## config.mk

```make
export PLATFORM = sky130hd
export DESIGN_NAME = irq_ctrl_top
export DESIGN_NICKNAME = d
export VERILOG_FILES = /design/src/rtl/irq_pkg.sv /design/src/rtl/irq_src_capture.sv /design/src/rtl/irq_level_pick.sv /design/src/rtl/irq_nest_track.sv /design/src/rtl/irq_ctrl_top.sv
export SDC_FILE = /design/constraint.sdc
export NUM_CORES = 1
export LEC_CHECK = 0
export ABC_AREA = 1
export CAP_MARGIN = 20
export CORE_MARGIN = 5
export CORE_UTILIZATION = 30
export CTS_CLUSTER_SIZE = 10
export DETAILED_ROUTE_END_ITERATION = 7
export DONT_BUFFER_PORTS = 1
export PLACE_DENSITY = 0.55
export SLEW_MARGIN = 20
export SYNTH_ARGS = -nofsm -noshare
export SYNTH_HDL_FRONTEND = slang
export SYNTH_HIERARCHICAL = 1
export SYNTH_SLANG_ARGS = --single-unit
```

## constraint.sdc

```tcl
create_clock -name clk -period 1.2 [get_ports clk]
set_clock_uncertainty 0.1 [all_clocks]
set_input_delay 0.06 -clock clk [delete_from_list [all_inputs] [get_ports clk]]
set_output_delay 0.06 -clock clk [all_outputs]
set_load 0.05 [all_outputs]
```

## src/rtl/irq_pkg.sv

```systemverilog
package irq_pkg;
  localparam int NPAIR   = 2;
  localparam int NSRC    = 2 * NPAIR + 1;
  localparam int IDXW    = $clog2(NSRC);
  localparam int VECW    = 16;
  localparam logic [VECW-1:0] VEC_BASE = 16'h0003;
  localparam int VEC_SHIFT = 3;

  typedef enum logic [IDXW-1:0] {
    SRC_EXT0 = 3'd0,
    SRC_TMR0 = 3'd1,
    SRC_EXT1 = 3'd2,
    SRC_TMR1 = 3'd3,
    SRC_SER  = 3'd4
  } src_e;

  function automatic logic [VECW-1:0] vec_of(input logic [IDXW-1:0] idx);
    return VEC_BASE + (VECW'(idx) << VEC_SHIFT);
  endfunction
endpackage

```

## src/rtl/irq_src_capture.sv

```systemverilog
module irq_src_capture
  import irq_pkg::*;
#(
  parameter int NP = NPAIR,
  localparam int NS = 2 * NP + 1,
  localparam int IW = $clog2(NS)
) (
  input  logic          clk,
  input  logic          rst,
  input  logic [NP-1:0] ext_pin_n,
  input  logic [NP-1:0] ext_edge_mode,
  input  logic [NP-1:0] tmr_ovf,
  input  logic          ser_rx,
  input  logic          ser_tx,
  input  logic          clr_valid,
  input  logic [IW-1:0] clr_idx,
  output logic [NS-1:0] req
);
  for (genvar k = 0; k < NP; k++) begin : g_pair
    localparam int EI = 2 * k;
    localparam int TI = 2 * k + 1;
    logic pin_q, eflag, tflag;
    always_ff @(posedge clk) begin
      if (rst) begin
        pin_q <= 1'b1;
        eflag <= 1'b0;
        tflag <= 1'b0;
      end else begin
        pin_q <= ext_pin_n[k];
        if (!ext_edge_mode[k])
          eflag <= 1'b0;
        else if (pin_q && !ext_pin_n[k])
          eflag <= 1'b1;
        else if (clr_valid && clr_idx == IW'(EI))
          eflag <= 1'b0;
        if (tmr_ovf[k])
          tflag <= 1'b1;
        else if (clr_valid && clr_idx == IW'(TI))
          tflag <= 1'b0;
      end
    end
    assign req[EI] = ext_edge_mode[k] ? eflag : !ext_pin_n[k];
    assign req[TI] = tflag;
  end

  assign req[NS-1] = ser_rx | ser_tx;
endmodule

```

## src/rtl/irq_level_pick.sv

```systemverilog
module irq_level_pick #(
  parameter int N = 5,
  localparam int IW = $clog2(N)
) (
  input  logic [N-1:0]  cand,
  output logic          found,
  output logic [IW-1:0] idx
);
  always_comb begin
    found = 1'b0;
    idx   = '0;
    for (int i = N - 1; i >= 0; i--) begin
      if (cand[i]) begin
        found = 1'b1;
        idx   = IW'(i);
      end
    end
  end
endmodule

```

## src/rtl/irq_nest_track.sv

```systemverilog
module irq_nest_track (
  input  logic clk,
  input  logic rst,
  input  logic take,
  input  logic take_hi,
  input  logic ret,
  output logic ins_hi,
  output logic ins_lo
);
  always_ff @(posedge clk) begin
    if (rst) begin
      ins_hi <= 1'b0;
      ins_lo <= 1'b0;
    end else if (take) begin
      if (take_hi) ins_hi <= 1'b1;
      else         ins_lo <= 1'b1;
    end else if (ret) begin
      if (ins_hi) ins_hi <= 1'b0;
      else        ins_lo <= 1'b0;
    end
  end
endmodule

```

## src/rtl/irq_ctrl_top.sv

```systemverilog
module irq_ctrl_top
  import irq_pkg::*;
(
  input  logic            clk,
  input  logic            rst,
  input  logic [NPAIR-1:0] ext_pin_n,
  input  logic [NPAIR-1:0] ext_edge_mode,
  input  logic [NPAIR-1:0] tmr_ovf,
  input  logic            ser_rx,
  input  logic            ser_tx,
  input  logic [NSRC-1:0] en_mask,
  input  logic            glb_en,
  input  logic [NSRC-1:0] prio_hi,
  input  logic            vec_ack,
  input  logic            ret_strobe,
  output logic            irq_out,
  output logic [VECW-1:0] vec_addr
);
  logic [NSRC-1:0] req, elig;
  logic [NSRC-1:0] cand [2];
  logic            found [2];
  logic [IDXW-1:0] pidx [2];
  logic            ins_hi, ins_lo;
  logic            take;
  logic [IDXW-1:0] sel_idx;
  logic            sel_hi;
  logic            win_hi, win_valid;
  logic [IDXW-1:0] win_idx;

  assign take = vec_ack && irq_out;

  irq_src_capture #(.NP(NPAIR)) u_cap (
    .clk(clk), .rst(rst), .ext_pin_n(ext_pin_n), .ext_edge_mode(ext_edge_mode),
    .tmr_ovf(tmr_ovf), .ser_rx(ser_rx), .ser_tx(ser_tx),
    .clr_valid(take), .clr_idx(sel_idx), .req(req)
  );

  assign elig    = req & en_mask & {NSRC{glb_en}};
  assign cand[0] = elig & ~prio_hi;
  assign cand[1] = elig & prio_hi;

  for (genvar lv = 0; lv < 2; lv++) begin : g_lvl
    irq_level_pick #(.N(NSRC)) u_pick (
      .cand(cand[lv]), .found(found[lv]), .idx(pidx[lv])
    );
  end

  irq_nest_track u_nest (
    .clk(clk), .rst(rst), .take(take), .take_hi(sel_hi), .ret(ret_strobe),
    .ins_hi(ins_hi), .ins_lo(ins_lo)
  );

  assign win_hi    = found[1] && !ins_hi;
  assign win_valid = win_hi || (found[0] && !ins_hi && !ins_lo);
  assign win_idx   = win_hi ? pidx[1] : pidx[0];

  always_ff @(posedge clk) begin
    if (rst) begin
      irq_out  <= 1'b0;
      vec_addr <= '0;
      sel_idx  <= '0;
      sel_hi   <= 1'b0;
    end else if (take || ret_strobe) begin
      irq_out  <= 1'b0;
      vec_addr <= '0;
    end else begin
      irq_out  <= win_valid;
      vec_addr <= win_valid ? vec_of(win_idx) : '0;
      sel_idx  <= win_idx;
      sel_hi   <= win_hi;
    end
  end
endmodule

```

==> metrics.md <==
| Metric | Value |
|---|---|
| Outcome | finished with violations |
| Failing checks | setup timing |
| Crit Path Class | reg2reg |
| Max Slew Vio Count | 0 |
| Post-synthesis xor/xnor area fraction | 0% |
| Synth Register Bits | 17 |
| Die ar. | 4990 um^2 |
| Pleak | 0.627 nW |
| Multiplexer area fraction after synthesis | 0% |
| CP Max Fanout | 5 |
| Final wirelength | between 2 and 2.5 mm |
| Crit path arrival time | 1.56 ns |
| Startpoint types | flip-flop |
| Worst skew pair latency | 0.24 ns |
| Hold EP | sel_hi$_SDFFE_PP0N_ |
| Detailed Route Iter0 Violations | between 50 and 60 |
| Final hold vios | 0 |
| Synth unique cells | 19 |
| Cts bufs inserted | 3 |
| Most common cell after layout, fill and taps aside | nand2_1 |
| Post-Synthesis Cells | between 150 and 200 |
| Die H | 70.6 um |
| Gpl congestion | 0.732 |
| Synth Area in Simple Gates | roughly 37% |
| CTS root buf | clkbuf_8 |
| Dpl ws | -0.303 ns |
| RR Startpoint | u_cap/g_pair[0].eflag$_SDFFE_PP0P_ |
| Net Sw Power | 0.444 mW |
| Hold_sp | ret_strobe |
| Port buffer count | 0 |
| WP data required | about 1.3 ns |
| Synthesis Warnings | 6 |
| WL/cell | 9.02 um |
| Max-Cap Viols | 0 |
| Core area | 3610 um^2 |
| Io pins | 40 |
| Final setup fails | 9 |
| Switching Share | between 30% and 40% |
| Post-synthesis compound-gate area fraction | 8.51% |
| Worst Hold Depth | 5 |
| Netlist Area Pre-Place | between 1000 and 1500 um^2 |
| Die X-Extent | 70.6 um |
| HP Class | in2reg |
| RSZ-0062 raised after global routing | true |
| Combinational fraction of design power | 23.9% |
| Commonest non-fill, non-tap cells in the layout | nand2_1 (31), inv_1 (28), nor2_2 (14), dfxtp_1 (14), nor2_1 (13) |
| Layout cells sized above 1 | 31.1% |
| Fmax | 680 MHz |
| Pwr Density | 1060 nW/um^2 |
| Initial antenna violation count | 0 |
| Min Tclk post-route | around 1.5 ns |
| CTS tree | yes |
| Final total power | around 1.4 mW |
| Largest family of logic cells by synthesized area | simple AND/OR/NAND/NOR gates |
| Area contributors post-synth | dfxtp_1 (31%), nand2_1 (12%), buf_4 (9.5%), inv_1 (9.5%), nor2_1 (5.8%) |
| Largest net degree at the start of global routing | 11 |
| Clk pwr share | about 30% |
| Mean Syn Cell Area | 6.48 um^2 |
| Residual DRC count | 0 |
| Post-synth top area share | between 30% and 40% |
| Clk buf depth | 2 |
| Global-route wire length before repair | 3.53 mm |
| Number of fill cells | 399 |
| Worst R2R End | sel_idx[2]$_SDFFE_PP0N_ |
| Nets | 207 |
| Reg power frac | between 40 and 50% |
| Final worst path period share | 123% |
| Yosys top cell by area | dfxtp_1 |
| Global Route Usage Sum | 8.69% |
| CTS sink count | 17 |
| Global route total overflow | 0 |
| Layout area overhead | 17.3% |
| R2R Setup Slk | -0.27 ns |
| DP HPWL | 1.76 mm |
| Ant. Diodes | 0 |
| VDD IR max | 354 uV |
| Seq/Total Area, Yosys | 30.9% |
| Vias per inst | 3.87 |
| Worst Setup End Kind | flip-flop |
| Worst setup margin | -0.270 ns |
| Drt pass-1 iters | 4 |
| Clock-pin slew on the worst setup and hold paths | 0.07 ns |
| Dpl cells | 217 |
| R2R cell count | 10 |
| Rows | 22 |
| Cell-internal power | 0.922 mW |
| DRT antenna net count | 0 |
| Final Non-Filler Cells | 231 |
| Initial core utilization | 30.6% |
| Routed via count | 895 |
| Vias in the first global route | between 800 and 900 |
| Adder-Cell Fraction of Synth Area | 0% |
| H-tree levels | 1 |
-- power groups by stage --
stage,registers (mW),clock network (mW),logic (mW)
after floorplan,0.648,0,0.283
after global placement,0.638,0,0.293
after detailed placement,0.638,0,0.293
after CTS,0.625,0.436,0.322
after global routing,0.630,0.460,0.361
final,0.625,0.414,0.327
-- sequential cells by signal, indices dropped and copies added, names as in the netlist --
name,count
u_cap/g_pair.pin_q,2
sel_hi,1
u_nest/ins_lo,1
u_cap/g_pair.tflag,2
u_cap/g_pair.eflag,2
sel_idx,3
irq_out,1
vec_addr,4
u_nest/ins_hi,1
-- per-stage QoR --
stage	setup TNS, ns	area, um^2	hold slack (ns)	utilization (%)
3_3_place_gp	-2.21	1140	0.0246	31.5
6_report	-2.30	1290	0.0363	35.8
2_1_floorplan	-0.949	1160	0.0224	-
5_1_grt	-3.66	1290	0.0532	35.8
4_1_cts	-2.62	1280	0.0434	35.4
3_5_place_dp	-2.36	1140	0.0262	31.5
-- critical path: stages, from the launching register on --
cell,delay [ns]
dfxtp_2,0.33
nand2_1,0.04
o21ai_1,0.09
nand3_1,0.13
nor2_2,0.13
nor2_2,0.06
nand3b_1,0.15
nand2_2,0.13
nand2_2,0.08
nand2_2,0.06
a21oi_2,0.10
-- cell families after synthesis --
| group | Yosys count |
|---|---|
| flops | 17 |
| simple gates | 83 |
| buf+inv | 54 |
| compound gates | 15 |
| other cells | 1 |
-- final cells by class --
cell class                      instances  area [um^2]  area share [%]
Clock inverter                          1         5.00           0.387
Clock buffer                            3         41.3            3.19
Timing Repair Buffer                   13          118            9.10
Multi-Input combinational cell        109          568            43.9
Inverter                               40          154            11.9
Tap cell                               48         60.1            4.65
Sequential cell                        17          347            26.8
-- cell usage after synthesis, drive strengths merged --
master and instances:
buf 14, o21ai 3, a21oi 12, conb 1, or2 1, nor2 29
inv 36, nand3b 3, nand3 8, nand2 42, clkinvlp 3, dfxtp 17
clkinv 1
-- how the worst max path moves through the flow --
stage               depth (start not counted)                               start                      end
global route                               10  u_cap/g_pair[1].eflag$_SDFFE_PP0P_   vec_addr[4]$_SDFF_PP0_
finish                                     10  u_cap/g_pair[0].eflag$_SDFFE_PP0P_  sel_idx[2]$_SDFFE_PP0N_
CTS                                        10  u_cap/g_pair[0].eflag$_SDFFE_PP0P_  sel_idx[0]$_SDFFE_PP0N_
detailed placement                         10  u_cap/g_pair[0].eflag$_SDFFE_PP0P_  sel_idx[1]$_SDFFE_PP0N_
floorplan                                  10  u_cap/g_pair[1].eflag$_SDFFE_PP0P_  sel_idx[1]$_SDFFE_PP0N_
global placement                           10  u_cap/g_pair[0].eflag$_SDFFE_PP0P_   vec_addr[5]$_SDFF_PP0_
-- what timing repair did --
| item | 4_1_cts | 5_1_grt |
|---|---|---|
| gates resized for setup | 3 | 2 |
| setup buffers | 1 | 1 |
| pin swaps | 4 | 1 |
| hold buffers | 8 | 0 |
| setup endpoints to repair | 9 | 9 |
| hold endpoints to repair | 17 | 0 |
-- routing by layer --
metal	wire length (um)	GRT usage, %
met1	889	10.2
met4	19	3.13
met3	161	2.41
met5	0	0
met2	1010	15.2
No activity file was read; power rests on OpenSTA's default activity.
